$ cat src/rtl/pci_mon_pkg.sv
package pci_mon_pkg;
  localparam int CODE_W   = 6;
  localparam int NUM_VIOL = 8;

  typedef enum logic [CODE_W-1:0] {
    VC_NONE   = 6'd0,
    VC_SUBSEQ = 6'd1,
    VC_INIT   = 6'd2,
    VC_MABORT = 6'd3,
    VC_TABORT = 6'd4,
    VC_DISC   = 6'd5,
    VC_REQ    = 6'd6,
    VC_CONT   = 6'd7,
    VC_IRDY   = 6'd8
  } viol_code_e;
endpackage

$ cat src/rtl/pci_mon_decode.sv
module pci_mon_decode (
  input  logic       clk,
  input  logic       rst_n,
  input  logic       frame_n,
  input  logic       irdy_n,
  input  logic       trdy_n,
  input  logic       devsel_n,
  input  logic       stop_n,
  input  logic [3:0] cbe_n,
  input  logic       mabort,
  output logic       addr_ph,
  output logic       data_ph,
  output logic       xfer,
  output logic       phase_done,
  output logic       first_ph,
  output logic       devsel_seen,
  output logic       tabort,
  output logic       disc_data,
  output logic       cmd_write
);
  // history records
  logic idle_q, txn_q, mahist_q, first_q, dsel_q, wr_q;
  logic idle, stop_hit, retry, disc_nodata, final_ph;

  always_comb begin
    idle        = frame_n & irdy_n;
    addr_ph     = ~frame_n & idle_q;
    data_ph     = txn_q & ~mahist_q;
    xfer        = data_ph & ~irdy_n & ~trdy_n;
    stop_hit    = data_ph & ~stop_n;
    retry       = stop_hit & first_q & trdy_n & ~devsel_n;
    disc_nodata = stop_hit & ~first_q & trdy_n & ~devsel_n;
    tabort      = stop_hit & dsel_q & devsel_n;
    disc_data   = stop_hit & ~trdy_n & ~devsel_n;
    phase_done  = xfer | retry | disc_nodata | tabort;
    final_ph    = data_ph & frame_n & ~irdy_n;
  end

  assign first_ph    = first_q;
  assign devsel_seen = dsel_q;
  assign cmd_write   = wr_q;

  always_ff @(posedge clk) begin
    if (!rst_n) begin
      idle_q   <= 1'b0;
      txn_q    <= 1'b0;
      mahist_q <= 1'b0;
      first_q  <= 1'b0;
      dsel_q   <= 1'b0;
      wr_q     <= 1'b0;
    end else begin
      idle_q <= idle;
      if (addr_ph) begin
        txn_q    <= 1'b1;
        mahist_q <= 1'b0;
        first_q  <= 1'b1;
        dsel_q   <= 1'b0;
        wr_q     <= cbe_n[0] & (cbe_n[3:1] != 3'b000);
      end else begin
        if (idle || (final_ph && phase_done)) txn_q <= 1'b0;
        if (mabort)                         mahist_q <= 1'b1;
        if (data_ph && phase_done)          first_q <= 1'b0;
        if (data_ph && !devsel_n)           dsel_q <= 1'b1;
      end
    end
  end

  // an address phase is only recognised after an idle clock
  a_r2_addr_after_idle: assert property (@(posedge clk) disable iff (!rst_n)
    addr_ph |-> $past(frame_n & irdy_n));

  // once a phase completes, the first-phase record is dropped
  a_r5_first_drops: assert property (@(posedge clk) disable iff (!rst_n)
    (data_ph && phase_done) |=> !first_ph);
endmodule

$ cat src/rtl/pci_mon_timers.sv
module pci_mon_timers #(
  parameter int DEVSEL_LIMIT = 5,
  parameter int INIT_LIMIT   = 16,
  parameter int SUBSEQ_LIMIT = 8,
  parameter int IRDY_LIMIT   = 8,
  parameter int REQ_LIMIT    = 32
) (
  input  logic clk,
  input  logic rst_n,
  input  logic addr_ph,
  input  logic data_ph,
  input  logic phase_done,
  input  logic first_ph,
  input  logic devsel_seen,
  input  logic devsel_n,
  input  logic irdy_n,
  input  logic req_n,
  output logic mabort,
  output logic viol_init,
  output logic viol_subseq,
  output logic viol_irdy,
  output logic viol_req
);
  localparam int WAIT_MAX = (INIT_LIMIT > SUBSEQ_LIMIT) ? INIT_LIMIT : SUBSEQ_LIMIT;
  localparam int WAIT_W   = $clog2(WAIT_MAX + 1);
  localparam int DCNT_W   = $clog2(DEVSEL_LIMIT + 1);
  localparam int ICNT_W   = $clog2(IRDY_LIMIT + 1);
  localparam int RCNT_W   = $clog2(REQ_LIMIT + 1);

  logic [DCNT_W-1:0] dcnt;
  logic [WAIT_W-1:0] wcnt;
  logic [ICNT_W-1:0] icnt;
  logic [RCNT_W-1:0] rcnt;
  logic              claim_wait;

  always_comb begin
    claim_wait  = data_ph & devsel_n & ~devsel_seen;
    mabort      = claim_wait & (dcnt == DCNT_W'(DEVSEL_LIMIT - 1));
    viol_init   = data_ph & first_ph & ~phase_done & (wcnt == WAIT_W'(INIT_LIMIT));
    viol_subseq = data_ph & ~first_ph & ~phase_done & (wcnt == WAIT_W'(SUBSEQ_LIMIT));
    viol_irdy   = data_ph & irdy_n & (icnt == ICNT_W'(IRDY_LIMIT));
    viol_req    = ~req_n & (rcnt == RCNT_W'(REQ_LIMIT));
  end

  always_ff @(posedge clk) begin
    if (!rst_n) begin
      dcnt <= '0;
      wcnt <= '0;
      icnt <= '0;
      rcnt <= '0;
    end else begin
      // DEVSEL# claim window
      if (addr_ph)
        dcnt <= '0;
      else if (claim_wait && dcnt != DCNT_W'(DEVSEL_LIMIT - 1))
        dcnt <= dcnt + 1'b1;
      // per-phase target latency
      if (addr_ph || (data_ph && phase_done))
        wcnt <= '0;
      else if (data_ph && wcnt != WAIT_W'(WAIT_MAX))
        wcnt <= wcnt + 1'b1;
      // master wait states
      if (data_ph && irdy_n) begin
        if (icnt != ICNT_W'(IRDY_LIMIT)) icnt <= icnt + 1'b1;
      end else begin
        icnt <= '0;
      end
      // bus request duration
      if (!req_n) begin
        if (rcnt != RCNT_W'(REQ_LIMIT)) rcnt <= rcnt + 1'b1;
      end else begin
        rcnt <= '0;
      end
    end
  end

  // a request violation needs the request held on the clock before
  a_r8_req_run: assert property (@(posedge clk) disable iff (!rst_n)
    viol_req |-> $past(!req_n));

  // a master abort follows a clock with no target claim
  a_r3_no_claim_before: assert property (@(posedge clk) disable iff (!rst_n)
    mabort |-> $past(devsel_n));
endmodule

$ cat src/rtl/pci_mon_latch.sv
module pci_mon_latch
  import pci_mon_pkg::*;
(
  input  logic                clk,
  input  logic                rst_n,
  input  logic [NUM_VIOL:1]   viol,
  input  logic                clr,
  output logic [CODE_W-1:0]   code,
  output logic                alert
);
  logic [CODE_W-1:0] sel;

  // lowest code number wins
  always_comb begin
    sel = VC_NONE;
    for (int i = NUM_VIOL; i >= 1; i--) begin
      if (viol[i]) sel = CODE_W'(i);
    end
  end

  always_ff @(posedge clk) begin
    if (!rst_n) begin
      code  <= VC_NONE;
      alert <= 1'b0;
    end else if (clr) begin
      code  <= VC_NONE;
      alert <= 1'b0;
    end else if (!alert && sel != VC_NONE) begin
      code  <= sel;
      alert <= 1'b1;
    end
  end

  // a latched code holds until a clear
  a_r11_hold: assert property (@(posedge clk) disable iff (!rst_n)
    (alert && !clr) |=> (alert && $stable(code)));

  // a clear always empties the latch
  a_r11_clear: assert property (@(posedge clk) disable iff (!rst_n)
    clr |=> (!alert && code == VC_NONE));
endmodule

$ cat src/rtl/pci_rule_monitor.sv
module pci_rule_monitor
  import pci_mon_pkg::*;
#(
  parameter int N_AGENTS     = 2,
  parameter int DEVSEL_LIMIT = 5,
  parameter int INIT_LIMIT   = 16,
  parameter int SUBSEQ_LIMIT = 8,
  parameter int IRDY_LIMIT   = 8,
  parameter int REQ_LIMIT    = 32
) (
  input  logic                clk,
  input  logic                rst_n,
  input  logic                frame_n,
  input  logic                irdy_n,
  input  logic                trdy_n,
  input  logic                devsel_n,
  input  logic                stop_n,
  input  logic                req_n,
  input  logic [3:0]          cbe_n,
  input  logic [N_AGENTS-1:0] drv_en,
  input  logic                clr,
  output logic                cmd_write,
  output logic [CODE_W-1:0]   viol_code,
  output logic                alert
);
  logic addr_ph, data_ph, xfer, phase_done, first_ph, devsel_seen;
  logic tabort, disc_data, mabort;
  logic viol_init, viol_subseq, viol_irdy, viol_req, contention;
  logic [NUM_VIOL:1] viol;

  pci_mon_decode u_decode (
    .clk(clk), .rst_n(rst_n), .frame_n(frame_n), .irdy_n(irdy_n),
    .trdy_n(trdy_n), .devsel_n(devsel_n), .stop_n(stop_n), .cbe_n(cbe_n),
    .mabort(mabort), .addr_ph(addr_ph), .data_ph(data_ph), .xfer(xfer),
    .phase_done(phase_done), .first_ph(first_ph), .devsel_seen(devsel_seen),
    .tabort(tabort), .disc_data(disc_data), .cmd_write(cmd_write)
  );

  pci_mon_timers #(
    .DEVSEL_LIMIT(DEVSEL_LIMIT), .INIT_LIMIT(INIT_LIMIT),
    .SUBSEQ_LIMIT(SUBSEQ_LIMIT), .IRDY_LIMIT(IRDY_LIMIT), .REQ_LIMIT(REQ_LIMIT)
  ) u_timers (
    .clk(clk), .rst_n(rst_n), .addr_ph(addr_ph), .data_ph(data_ph),
    .phase_done(phase_done), .first_ph(first_ph), .devsel_seen(devsel_seen),
    .devsel_n(devsel_n), .irdy_n(irdy_n), .req_n(req_n), .mabort(mabort),
    .viol_init(viol_init), .viol_subseq(viol_subseq), .viol_irdy(viol_irdy),
    .viol_req(viol_req)
  );

  always_comb begin
    contention        = ($countones(drv_en) > 1);
    viol              = '0;
    viol[VC_SUBSEQ]   = viol_subseq;
    viol[VC_INIT]     = viol_init;
    viol[VC_MABORT]   = mabort;
    viol[VC_TABORT]   = tabort;
    viol[VC_DISC]     = disc_data;
    viol[VC_REQ]      = viol_req;
    viol[VC_CONT]     = contention;
    viol[VC_IRDY]     = viol_irdy;
  end

  pci_mon_latch u_latch (
    .clk(clk), .rst_n(rst_n), .viol(viol), .clr(clr),
    .code(viol_code), .alert(alert)
  );

  // any violation without a clear leaves the alert raised
  a_r11_alert_follows: assert property (@(posedge clk) disable iff (!rst_n)
    ((|viol) && !clr) |=> alert);

  // a completed transfer never coincides with a latency violation
  a_r5_xfer_no_latency: assert property (@(posedge clk) disable iff (!rst_n)
    xfer |-> !(viol_init || viol_subseq));
endmodule

$ cat config.mk
export PLATFORM = sky130hd
export DESIGN_NAME = pci_rule_monitor
export DESIGN_NICKNAME = d
export VERILOG_FILES = /design/src/rtl/pci_mon_pkg.sv /design/src/rtl/pci_mon_decode.sv /design/src/rtl/pci_mon_timers.sv /design/src/rtl/pci_mon_latch.sv /design/src/rtl/pci_rule_monitor.sv
export SDC_FILE = /design/constraint.sdc
export NUM_CORES = 1
export LEC_CHECK = 0
export CAP_MARGIN = 20
export CORE_ASPECT_RATIO = 0.75
export CORE_MARGIN = 5
export CORE_UTILIZATION = 48
export CTS_BUF_LIST = sky130_fd_sc_hd__clkbuf_16
export DETAILED_ROUTE_END_ITERATION = 10
export PLACE_DENSITY = 0.8
export SLEW_MARGIN = 40
export SYNTH_ARGS = -nofsm -noshare
export SYNTH_HDL_FRONTEND = slang
export SYNTH_SLANG_ARGS = --single-unit
$ cat constraint.sdc
create_clock -name clk -period 1.7 [get_ports clk]
set_input_delay 0.34 -clock clk [delete_from_list [all_inputs] [get_ports clk]]
set_output_delay 0.34 -clock clk [all_outputs]
set_load 0.01 [all_outputs]
== Yosys cells after proc, flatten, opt, wreduce, memory -nomap -nowiden ==
Index checks and enable logic that the tools add are counted.

* Bits in registers: 31
* Input port bits: 15
* Output and inout port bits: 8
* Word-level logic and storage cells: 104

* Add/sub/neg operators: 5
* Magnitude comparators: 1
* Equality and inequality tests: 9
* Muxes and demuxes: 12
* Bitwise gates (word level): 45
* Reduce and logical (&&, ||, !) cells: 20

{| class="wikitable"
|+ Operators by type and width
! cell !! number
|-
| $mux 4 || 8
|-
| $and 1x1->1 || 31
|-
| $not 1->1 || 11
|-
| $reduce_or 2->1 || 4
|-
| $logic_and 1x1->1 || 7
|-
| $add 6x1->6 const B || 1
|-
| $eq 6x6->1 const B || 1
|-
| $ne 6x6->1 const B || 1
|-
| $reduce_bool 6->1 || 1
|-
| $add 5x1->5 const B || 1
|-
| $eq 5x4->1 const B || 1
|-
| $eq 5x5->1 const B || 1
|-
| $ne 5x5->1 const B || 1
|-
| $add 4x1->4 const B || 1
|-
| $eq 4x4->1 const B || 1
|-
| $mux 1 || 4
|-
| $ne 4x4->1 const B || 1
|-
| $reduce_bool 2->1 || 2
|-
| $add 3x1->3 const B || 1
|-
| $eq 3x3->1 const B || 1
|-
| $ne 3x3->1 const B || 1
|-
| $or 1x1->1 || 3
|-
| $reduce_bool 3->1 || 1
|-
| $add 1x1->2 || 1
|-
| other kinds (4) || 6
|}

== Depth between registers and ports, before layout ==
Gate-level depths: netlist of the first run.

* Depth after elaboration: 16
* Mapped depth: 7
* Depth with buffers taken out: 7

== Hierarchy ==
From an unflattened synthesis of the first run, not the netlist that was laid out.

* Cells, all modules: 182
* Area total of the unflattened synthesis: 1582.8 sq um

{| class="wikitable"
|+ Modules (own cells, without submodules)
! module !! times used !! cells each !! area each (sq um) !! sequential area each (sq um)
|-
| pci_mon_timers || 1 || 114 || 991.0 || 360.3
|-
| pci_mon_decode || 1 || 32 || 296.5 || 120.1
|-
| pci_mon_latch || 1 || 35 || 289.0 || 100.1
|-
| pci_rule_monitor || 1 || 1 || 6.3 || 0.0
|}

== Worst setup path after synthesis of the first run ==
OpenSTA, ideal clock, no wires.

* Kind: register to register
* From: reg u_timers.wcnt[3]
* To: reg u_latch.code[1]
* Library setup time: 72 ps
* Data arrival time: 1554 ps
* Data required time: 1628 ps
* Setup slack: 74 ps
* Stages on the path, launching flop included: 6
* Buffers on the path: 0
* Clock period less this slack: 1626 ps
* Cell sequence: dfxtp_1 > or3b_1 > o21a_1 > o31a_1 > a41oi_4 > mux2i_1

* Cells in the longest elaborated chain, start to end: 6
* Elaborated cells on any way between the ends: 8
* Classes of those cells: eq/ne (2); mux (2); bitwise (2); reduce/logical (2)

{| class="wikitable"
|+ Ends and longest elaborated chain
! element !! line !! RTL
|-
| from (decl) || pci_mon_timers.sv:31 || <nowiki>logic [WAIT_W-1:0] wcnt;</nowiki>
|-
| from (signal assigned) || pci_mon_timers.sv:61 || <nowiki>wcnt <= wcnt + 1'b1;</nowiki>
|-
| $eq 5x5->1 || pci_mon_timers.sv:39 || <nowiki>viol_init = data_ph & first_ph & ~phase_done & (wcnt == WAIT_W'(INIT_LIMIT));</nowiki>
|-
| $and 1x1->1 || pci_mon_timers.sv:39 ||
|-
| $mux 4 || pci_mon_latch.sv:17 || <nowiki>if (viol[i]) sel = CODE_W'(i);</nowiki>
|-
| $mux 4 (*) || pci_mon_latch.sv:17 ||
|-
| $reduce_bool 6->1 || pci_mon_latch.sv:28 || <nowiki>end else if (!alert && sel != VC_NONE) begin</nowiki>
|-
| $logic_and 1x1->1 || pci_mon_latch.sv:28 ||
|-
| to (signal assigned) || pci_mon_latch.sv:29 || <nowiki>code <= sel;</nowiki>
|-
| to (decl) || pci_mon_latch.sv:8 || <nowiki>output logic [CODE_W-1:0] code,</nowiki>
|}

Every way passes the cells marked *; elsewhere a longest branch is shown, timed or not.
A chain may end at the register's enable or synchronous reset.

== Worst setup path after layout of the first run ==
* From: reg u_timers.wcnt[3]
* To: reg u_latch.code[3]

The elaborated chain is that of the path after synthesis.

==> results.txt, run 1 <==
A synthesized cell averages between 9 and 10 um^2. The post-layout total power came out at 1.67 mW. The total global routing overflow is 0.

Leaving out fill and tap cells, the most frequent cell in the layout is dfxtp_1. The run finished, with violations left. The clock root buffer master is clkbuf_16.

Dividing total power by cell area gives a power density of between 700 and 800 mW/mm^2. The largest net degree at the start of global routing came out at 9. The startpoint identified for the worst hold timing path is irdy_n. The worst-case reg-to-reg path depth came out at 5. Global routing used approximately 17% of the available tracks across all layers.

The most critical setup path has its endpoint at u_latch.code[3]$_SDFFE_PP0P_. The clock period minus final worst setup slack came out at around 1.7 ns. The post-cts hold buffer count is 0. At the end of routability-driven placement, the weighted congestion stood at 0.842.

The H-tree generated during clock tree synthesis spans 2 levels. In the synthesized netlist the dominant register cell turns out to be dfxtp_1. Of the cells placed in the final design, the portion with a size suffix greater than 1 is between 20% and 30%.

Summing all multi-input logic gate instances after layout gives slightly below 0.001 mm^2. The die area came out at 0.00452 mm^2. TritonCTS built the clock tree. In this run the horizontal extent of the chip is about 76 um. After floorplanning, the core was divided into 18 placement rows. The latest clock arrival within the worst-skew pair came out at 0.27 ns. The proportion of register bits with asynchronous set or reset after synthesis is 0%. The wire length of the first global-routing pass came out at about 5800 um.

Across the routed clock network, the largest skew measured is 0.00101 ns. The checks that failed: setup timing. After the first detailed-routing iteration, the DRC count stood at 65.

The ratio of final minimum period to clock period is 101%. The required arrival time at the worst endpoint is approximately 1.9 ns. The area fraction of the dominant cell type after synthesis came out at between 30 and 40%. The worst setup path startpoint is u_timers.wcnt[3]$_SDFFE_PP0P_.

The post-layout instance count excluding filler cells came out at ~260. The setup slack on the worst flop-to-flop path is -0.01 ns. The path class of the tightest hold or removal check is in2reg. Dividing the detail-routed via count by the number of cells gives 5.16. Adding up every negative setup slack in the final design gives -0.0177 ns. The worst register-to-register path ends at u_latch.code[3]$_SDFFE_PP0P_. 0 antenna diodes ended up in the layout. The sequential cell area is ~580 um^2. The total iterations of the first detailed-routing run is 4.

The number of port buffers is 20. Ranked by total cell area, the synthesized netlist is headed by dfxtp_1 37%, ha_1 6.4%, nor2_1 5.0%. The worst setup path is launched from a flop. Summed over all layers, the routed wires come to about 3400 um. Counting the buffers created by CTS gives 5. The CTS sink count came out at 29. The peak supply drop came out at 0.000813 V. The cell leakage power is roughly 0.84 nW. The largest total area in the synthesized netlist belongs to dfxtp_1. The number of register bits inferred by synthesis came out at 29. The number of max-cap violations is 0. The data arrival at the endpoint of the critical path came out at 1.91 ns. The setup path with the least slack is of type reg2reg. The number of buffers on the longest clock path came out at 2. The count of cell types in the netlist is 44. The proportion of synthesized chip area in sequential cells is around 37%. The core region is around 0.0032 mm^2. The area growth from synthesis to layout is 38.0%.

The worst register-to-register path begins at u_timers.wcnt[3]$_SDFFE_PP0P_. The maximum net fanout on the critical path came out at 4. The slack of the critical path is -0.0116 ns.

The starting utilization of the core area came out at between 40% and 50%. The total placed cells including tap cells came out at around 250. Setup repair after global routing could not meet its margin everywhere. The upper clock frequency limit came out at around 600 MHz.

The number of top-level pins came out at 23. The share of the core filled with cells in the final layout came out at between 60% and 70%. The number of antenna violations at the first check in global routing was 0.

The fill cell total of the finished layout came out at between 200 and 300. After clock tree synthesis, the clock-pin slew on the worst setup and hold paths is 0.05 ns. The worst setup path is captured at a flop.

The detail route stage leaves a number of antenna-violating nets equal to 0. The mapped netlist covers approximately 0.0016 mm^2. The count of pins over their slew limit came out at 0.

The via count of the first global-routing pass is between 1,000 and 1,500. The final setup violation count is 2. The number of instances in the synthesized netlist is 172. Yosys printed 0 warnings. The routed length per instance came out at 12.8 um. The number of enable-type register cells in the synthesized netlist came out at 0.

The residual DRC count is 0. The number of nets in the layout is ~240. Summing over every cut layer, the via total after detailed routing is between 1,000 and 1,500. The final hold violation count is 0.

The top cell types in the final layout, fill and taps aside, are 26 x dfxtp_1, 24 x buf_4, 21 x nor2_1, 18 x nand2_1, 16 x clkdlybuf4s50_1. The vertical die dimension is approximately 59 um. The HPWL after detailed placement came out at 2520 um.
==> state kept, by name, summed over array words and instances, names as in the netlist <==
name,flops
u_decode.idle_q,1
u_timers.rcnt,6
u_decode.mahist_q,1
u_timers.wcnt,5
u_timers.dcnt,3
u_decode.devsel_seen,1
u_latch.alert,1
u_timers.icnt,4
u_decode.first_ph,1
u_decode.cmd_write,1
u_latch.code,4
u_decode.txn_q,1
==> area by class of cell <==
type / count / share of cell area, %
clock buffer: 5 / 5.79
clock inverter: 2 / 0.347
inverter: 12 / 2.08
multi-input combinational: 129 / 44.9
sequential: 29 / 27.0
tap: 40 / 2.31
timing repair buffer: 44 / 17.5
==> layer usage <==
metal	wire, um	vias to the layer above	GRT usage [%]
li1	-	686	-
met1	1540	638	18.7
met2	1610	18	28.0
met3	132	6	5.02
met4	74	0	10.7
met5	0	-	0
==> logic make-up after synthesis <==
logic type | synth area share [%]
xor+xnor | 7.27
fa+ha+maj | 6.39
compound gates | 14.4
other cells | 0.239
flops | 37.1
buf+inv | 4.15
simple gates | 28.0
mux | 2.56
==> through the flow <==
stage	hold WS, ns	worst slack, ns	cell area, um^2
6_report	0.450	-0.0116	2160
5_1_grt	0.464	-0.0722	2160
4_1_cts	0.453	0.0130	2130
3_5_place_dp	0.448	-0.505	1970
3_3_place_gp	0.445	-0.424	1970
2_1_floorplan	0.462	0.0744	1570
==> synthesized netlist by cell type (2+ instances only) <==
library cell,instances
dfxtp_1,29
nor2_1,21
nand2_1,18
inv_1,12
ha_1,8
nand3_1,8
a21oi_1,7
xor2_1,7
xnor2_1,6
nand4_1,5
mux2i_1,4
nor2b_1,4
o21ai_0,4
nand2b_1,3
o21a_1,3
a21boi_0,2
and2_1,2
buf_4,2
nand3b_1,2
==> critical path, cell delays in order (launching register included) <==
cell     delay (ns)
dfxtp_2        0.33
or3b_4         0.37
o21a_1         0.11
o31a_1         0.35
a41oi_4        0.27
mux2i_1        0.21
==> timing repair <==
action / 4_1_cts / 5_1_grt
resized for setup: 9 / 11
endpoints found under the setup margin: 5 / 5
pin swaps: 4 / 6
setup buffers: 1 / 0
==> power by group <==
| group | switching [mW] | leakage [nW] | internal, mW | total (mW) |
|---|---|---|---|---|
| combinational | 0.0815 | 0.539 | 0.0944 | 0.176 |
| clock | 0.273 | 0.0685 | 0.519 | 0.792 |
| sequential | 0.00802 | 0.236 | 0.693 | 0.701 |
==> worst min path at each step <==
stage	slack [ns]	cells past startpoint	endpoint
2_1_floorplan	0.46	1	u_decode.cmd_write$_SDFFE_PN0P_
3_3_place_gp	0.45	2	u_latch.code[2]$_SDFFE_PP0P_
3_5_place_dp	0.45	2	u_latch.code[2]$_SDFFE_PP0P_
4_1_cts	0.45	2	u_latch.code[2]$_SDFFE_PP0P_
5_1_grt	0.46	2	u_latch.code[2]$_SDFFE_PP0P_
6_report	0.45	2	u_decode.idle_q$_SDFF_PN0_
No activity file was read; power rests on OpenSTA's default activity.
==> run 2: changes to the inputs <==
CORE_UTILIZATION = 45   (was 48)
PLACE_DENSITY = 0.76   (was 0.8)
==> results.txt, run 2 (same netlist as run 1, synthesis figures left out) <==
The setup slack on the worst flop-to-flop path came out at 0.03 ns. The HPWL after detailed placement came out at ~2800 um. The maximum net fanout on the critical path came out at 4. The region available for standard cell placement spans 0.00331 mm^2. The die area came out at about 0.0048 mm^2. The placed instances occupy a cell area of roughly 0.0020 mm^2.

The number of antenna diodes is 0. The global placement routability congestion is around 0.81. The via-per-instance ratio came out at between 5 and 6.

Detailed routing inserted a total of 1,376 vias. Walking the worst path, the cells encountered are or3b_4 -> o21a_1 -> o31a_1 -> a41oi_4 -> mux2i_1. In this run the vertical extent of the chip is 61.1 um. The flip-flop count of the largest register after layout came out at 6. The data arrival at the endpoint of the critical path is between 1.5 and 2 ns. The peak supply drop is roughly 0.00056 V.

u_timers.rcnt holds more flip-flops than any other register. The worst min-delay path class is reg2reg. Net switching is 21.9% of the power. Entering global routing, the biggest net connects 9 pins. The relative contribution of combinational cells to total power is a little over a tenth. The overall track demand over capacity in global routing is between 10% and 20%. The run finished with clean final reports. On the final layout, the worst clock skew is around 0.0037 ns. The area growth from synthesis to layout came out at 37.5%. Counting both buffers and inverters, the worst setup path holds a total of 0.

The setup path with the least slack is of type reg2reg. The residual DRC count is 0. The clock network burns between 40% and 50% of the power. The wire length reported by the detailed router is around 3600 um. Sequential cells burn 41.9% of the power. The count of standard-cell rows came out at 18. The starting utilization of the core area came out at 47.3%. The critical-path cell with the highest stage delay is or3b_4. TritonCTS built the clock tree. The violation count after the first detailed-route iteration is 73. Broken down by cell family, the worst path's largest delay share belongs to compound AO/OA/AOI/OAI gates. The clock root buffer master is clkbuf_16. Total power for the finished layout comes to between 1.5 and 2 mW. Once detail routing completed, the nets flagged for antenna violations numbered 0. The number of port buffers is 20. The most frequent standard cell in the layout excluding fill and tap cells is dfxtp_1. The upper clock frequency limit is between 500 and 600 MHz. After clock tree synthesis, the clock-pin slew on the worst setup and hold paths is 0.05 ns. The x dimension of the die came out at between 70 and 80 um. In this run the deepest clock path goes through 2 buffers. The switching power summed over all nets is around 370 uW. The latest clock arrival within the worst-skew pair is ~0.28 ns. Max-cap violations in this run came to 0. Internal power comes to approximately 1.3 mW. The highest cell delay on the worst timing path is about 0.4 ns.

After layout, the worst path uses 98.2% of the clock period. At the end of the flow, the number of nets in the layout was between 200 and 250. Pin placement for this block handled 23 I/O pins. Summed over all cells, the static leakage comes to around 0.83 nW. The final hold violation count is 0. The worst setup path is captured at a flop. Dividing the detail-routed wire length by the instance count gives between 10 and 15 um. In the final layout, the share of cells above drive strength 1 is between 20 and 25%. The wire length of the first global-routing pass is approximately 6000 um. The largest registers in the layout are u_timers.rcnt x6, u_timers.wcnt x5.

The number of antenna violations at the first check in global routing came out at 0. The number of CTS-inserted buffers is 5. The total power density per cell area came out at approximately 780 mW/mm^2. The via count of the first global-routing pass is between 1,000 and 1,500. Setup repair after global routing could not meet its margin everywhere. After layout, the minimum clock period comes to 1.67 ns. In the layout the commonest cells are 24 x dfxtp_1, 23 x buf_4, 20 x nor2_1, 17 x nand2_1, 17 x clkdlybuf4s50_1. The final setup violation count is 0. The count of pins over their slew limit is 0. The kind of start point of the critical path is a flop. The total iterations of the first detailed-routing run is 4. After global routing the overflow that remains totals 0. The required arrival time at the worst endpoint is about 1.9 ns. The CTS sink count is 29. The finished cells cover about 0.0022 mm^2. CTS built an H-tree with a depth of 2.
==> run 2: cell types whose count changed in the layout (fill, tap and decap cells not counted), moves of 2 or more <==
cell / previous run / this run
nor2b_2: 2 / 0
inv_2: 3 / 0
dfxtp_1: 26 / 24
inv_1: 10 / 13
dfxtp_2: 3 / 5
==> run 2: final timing paths <==
path | startpoint | to | cells after the start
setup / recovery | u_timers.wcnt[4]$_SDFFE_PP0P_ | u_latch.code[1]$_SDFFE_PP0P_ | 5
hold / removal | u_latch.code[1]$_SDFFE_PP0P_ | u_latch.code[1]$_SDFFE_PP0P_ | 2
setup reg to reg | u_timers.wcnt[4]$_SDFFE_PP0P_ | u_latch.code[1]$_SDFFE_PP0P_ | 5
hold reg to reg | u_latch.code[1]$_SDFFE_PP0P_ | u_latch.code[1]$_SDFFE_PP0P_ | 2
==> run 2: per-layer routing <==
metal / vias up / share of wire [%] / global-route usage, %
li1: 685 / - / -
met1: 649 / 42 / 16.0
met2: 30 / 50 / 29.8
met3: 12 / 5.5 / 7.31
met4: 0 / 2.6 / 9.40
met5: - / 0 / 0
==> run 2: area by class of cell <==
class                   count  area, um^2
flip-flops and latches     29         587
fillers                   261        1160
multi-input cells         129         971
well taps                  40        50.0
clock inverters             2        7.51
inverters                  12        45.0
clock buffers               5         125
repair buffers             43         369
==> run 2: what timing repair did <==
action	in CTS	in global routing
buffers inserted	1	1
gates cloned	0	0
resized for setup	8	11
endpoints found under the setup margin	5	5
pin swaps	6	5
hold buffers	0	0
==> run 2: worst register-to-register path, cell delays in order, from the launching register on <==
cell and delay, ns:
dfxtp_2 0.32, or3b_4 0.40, o21a_1 0.11, o31a_1 0.33, a41oi_4 0.23, mux2i_1 0.21
==> run 2: per-stage QoR <==
step | hold slack [ns] | instances | utilization (%) | setup TNS [ns] | setup WS (ns)
finish | 0.462 | 260 | 65.1 | 0 | 0.0300
CTS | 0.462 | 259 | 63.9 | 0 | 0.00528
global placement | 0.446 | 251 | 59.1 | -2.96 | -0.416
floorplan | 0.462 | 173 | - | 0 | 0.0744
global route | 0.505 | 260 | 65.1 | -0.176 | -0.0635
detailed placement | 0.453 | 251 | 59.1 | -3.81 | -0.474
==> run 2: power groups by stage <==
stage | sequential [mW] | clock, mW | combinational, mW
2_1_floorplan | 0.716 | 0 | 0.0762
3_3_place_gp | 0.713 | 0 | 0.162
3_5_place_dp | 0.714 | 0 | 0.168
4_1_cts | 0.701 | 0.825 | 0.168
5_1_grt | 0.703 | 0.846 | 0.188
6_report | 0.702 | 0.798 | 0.174
==> run 3: changes to the inputs <==
clock period = 1.5 ns   (was 1.7 ns; I/O delays follow)
==> results.txt, run 3 (same netlist as run 1, synthesis figures left out) <==
The worst register-to-register path begins at u_timers.rcnt[3]$_SDFFE_PP0P_. Setup repair after global routing could not meet its margin everywhere. The number of buffers on the longest clock path is 2. STA classifies the critical path endpoint as a flop. The die area came out at about 0.0048 mm^2. The critical-path cell with the highest stage delay is o31a_1. After detailed routing, the number of vias per cell comes to roughly 5.3. In this run the core area contains 18 standard-cell rows. Dividing the detail-routed wire length by the instance count gives 15.2 um. The number of nets in the layout is ~260. The top cell types in the final layout, fill and taps aside, are 41 x buf_4, 19 x nor2_1, 19 x dfxtp_1, 18 x nand2_1, 16 x clkdlybuf4s50_1.

The number of buffers and inverters on the critical path came out at 1. On the worst path, the slowest cell contributes a delay of approximately 0.36 ns. The fraction of layout instances using a drive strength above 1 came out at 35.1%. The clock period minus final worst setup slack came out at approximately 1.7 ns. The count of pins over their slew limit came to 0. The x dimension of the die is around 78 um. Once routing completed, OpenROAD measured the worst setup slack at -0.178 ns. The tree is rooted in a clkbuf_16. The category of the critical setup timing path is in2reg. Relative to the synthesized area, the layout overhead comes to 51.8%. The overall track demand over capacity in global routing is between 10% and 20%. The register with the most flip-flops in the final layout is u_timers.rcnt.

The global placement routability congestion came out at about 0.79. The clock transition at the registers of the reported paths is approximately 0.050 ns. The post-cts hold buffer count is 0. The post-layout total power is 1.96 mW. Timing would allow up to around 600 MHz. The clock reaches the later pin of the worst-skew pair after 0.28 ns. The post-layout instance count excluding filler cells is 282. The placeable core region came out at 0.00331 mm^2. From bottom edge to top edge, the die measures around 61 um. The number of antenna violations at the first check in global routing was 0. On the critical path the largest part of the delay comes from compound AO/OA/AOI/OAI gates. The number of CTS-inserted buffers is 5. The cell leakage power is between 0.9 and 1 nW.

The checks that failed: setup timing. The register with the most flip-flops in the layout has 6 of them. In the final layout, the registers with the most flip-flops are u_timers.rcnt x6, u_timers.wcnt x5. The number of top-level pins came out at 23.

The total number of vias is 1,505. The clock net in this run drives a total of 29 sinks. The starting utilization of the core area is between 40% and 50%. The hold slack came out at about 0.46 ns. The final setup violation count is 5. The maximum net fanout on the critical path came out at 5. STA classifies the critical path startpoint as an input pin. On the final layout, the worst clock skew is approximately 0.0064 ns. The wire length reported by the detailed router is 4300 um. The tool flagged a number of max-cap violations equal to 0.

The final antenna-violating net count is 0. The run finished, with violations left. The HPWL after detailed placement is about 3000 um. The peak supply drop is ~0.00064 V. The worst min-delay path class is reg2reg. The final hold violation count came out at 0. The total iterations of the first detailed-routing run is 4. The required arrival time at the worst endpoint came out at 1.70 ns. The first routing iteration left 79 violations. After detailed routing, the number of remaining DRC violations is 0. The wire length of the first global-routing pass is approximately 7000 um. The total placed cells including tap cells came out at between 200 and 300. The ratio of final minimum period to clock period is 112%.

The critical path starts at devsel_n. Entering global routing, the biggest net connects 10 pins. Power spread over the standard cell area amounts to roughly 820 mW/mm^2. The via count of the first global-routing pass came out at 1,626. The number of antenna diodes in the final layout is 0.

The library cell used most frequently in the layout, excluding fill and tap cells, is buf_4. Traced cell by cell, the critical path runs through clkdlybuf4s15_1 -> mux2i_1 -> o22ai_2 -> o31a_1 -> a41oi_4 -> mux2i_1. The data arrival at the endpoint of the critical path is between 1.5 and 2 ns. The cell occurring most often along the worst timing path is mux2i_1. The total global routing overflow came out at 0. TritonCTS built the clock tree. The source of the worst hold timing path is u_latch.code[2]$_SDFFE_PP0P_. The H-tree generated during clock tree synthesis spans 2 levels. The number of port buffers came out at 20.
==> run 3: layer usage <==
layer  up-vias  part of all wire, %  global-route usage, %
li1        729                    -                      -
met1       712                   41                   20.3
met2        47                   49                   34.4
met3        17                  4.9                   5.12
met4         0                  4.5                   13.0
met5         -                    0                      0
==> run 3: worst min-delay path, delay by kind of cell, from the launching register on <==
family	cells	cell delay [ns]
AND/OR/NAND/NOR	1	0.06
flip-flops	1	0.31
AO/OA/AOI/OAI	1	0.05
==> run 3: final cells by class <==
type | instances | area, um^2
multi-input cells | 129 | 1010
clock buffers | 5 | 125
inverters | 12 | 45.0
fillers | 231 | 933
clock inverters | 3 | 13.8
well taps | 40 | 50.0
repair buffers | 64 | 538
flip-flops and latches | 29 | 593
==> run 3: path summary, 6_finish.rpt <==
check | end | slack, ns | cells past startpoint
setup / recovery | u_latch.code[1]$_SDFFE_PP0P_ | -0.18 | 6
hold / removal | u_latch.code[2]$_SDFFE_PP0P_ | 0.46 | 2
setup reg to reg | u_latch.code[1]$_SDFFE_PP0P_ | -0.17 | 5
hold reg to reg | u_latch.code[2]$_SDFFE_PP0P_ | 0.46 | 2
==> run 3: per-stage QoR <==
step / TNS, ns / worst slack (ns) / instance area [um^2] / utilization (%)
after floorplan: -0.0979 / -0.0476 / 1600 / -
after global placement: -5.86 / -0.547 / 2110 / 63.8
after detailed placement: -6.68 / -0.612 / 2110 / 63.8
after CTS: -0.857 / -0.226 / 2330 / 70.3
after global routing: -1.15 / -0.263 / 2380 / 71.8
final: -0.751 / -0.178 / 2380 / 71.8
==> run 3: power breakdown <==
part	internal (mW)	total, mW	switching (mW)	leakage [nW]
Clock	0.600	0.937	0.337	0.0748
Combinational	0.121	0.225	0.105	0.646
Sequential	0.786	0.795	0.00940	0.239
==> run 3: timing repair <==
| item | in CTS | in global routing |
|---|---|---|
| pin swaps | 9 | 9 |
| setup buffers | 4 | 3 |
| resized for setup | 24 | 9 |
| setup endpoints to repair | 17 | 9 |
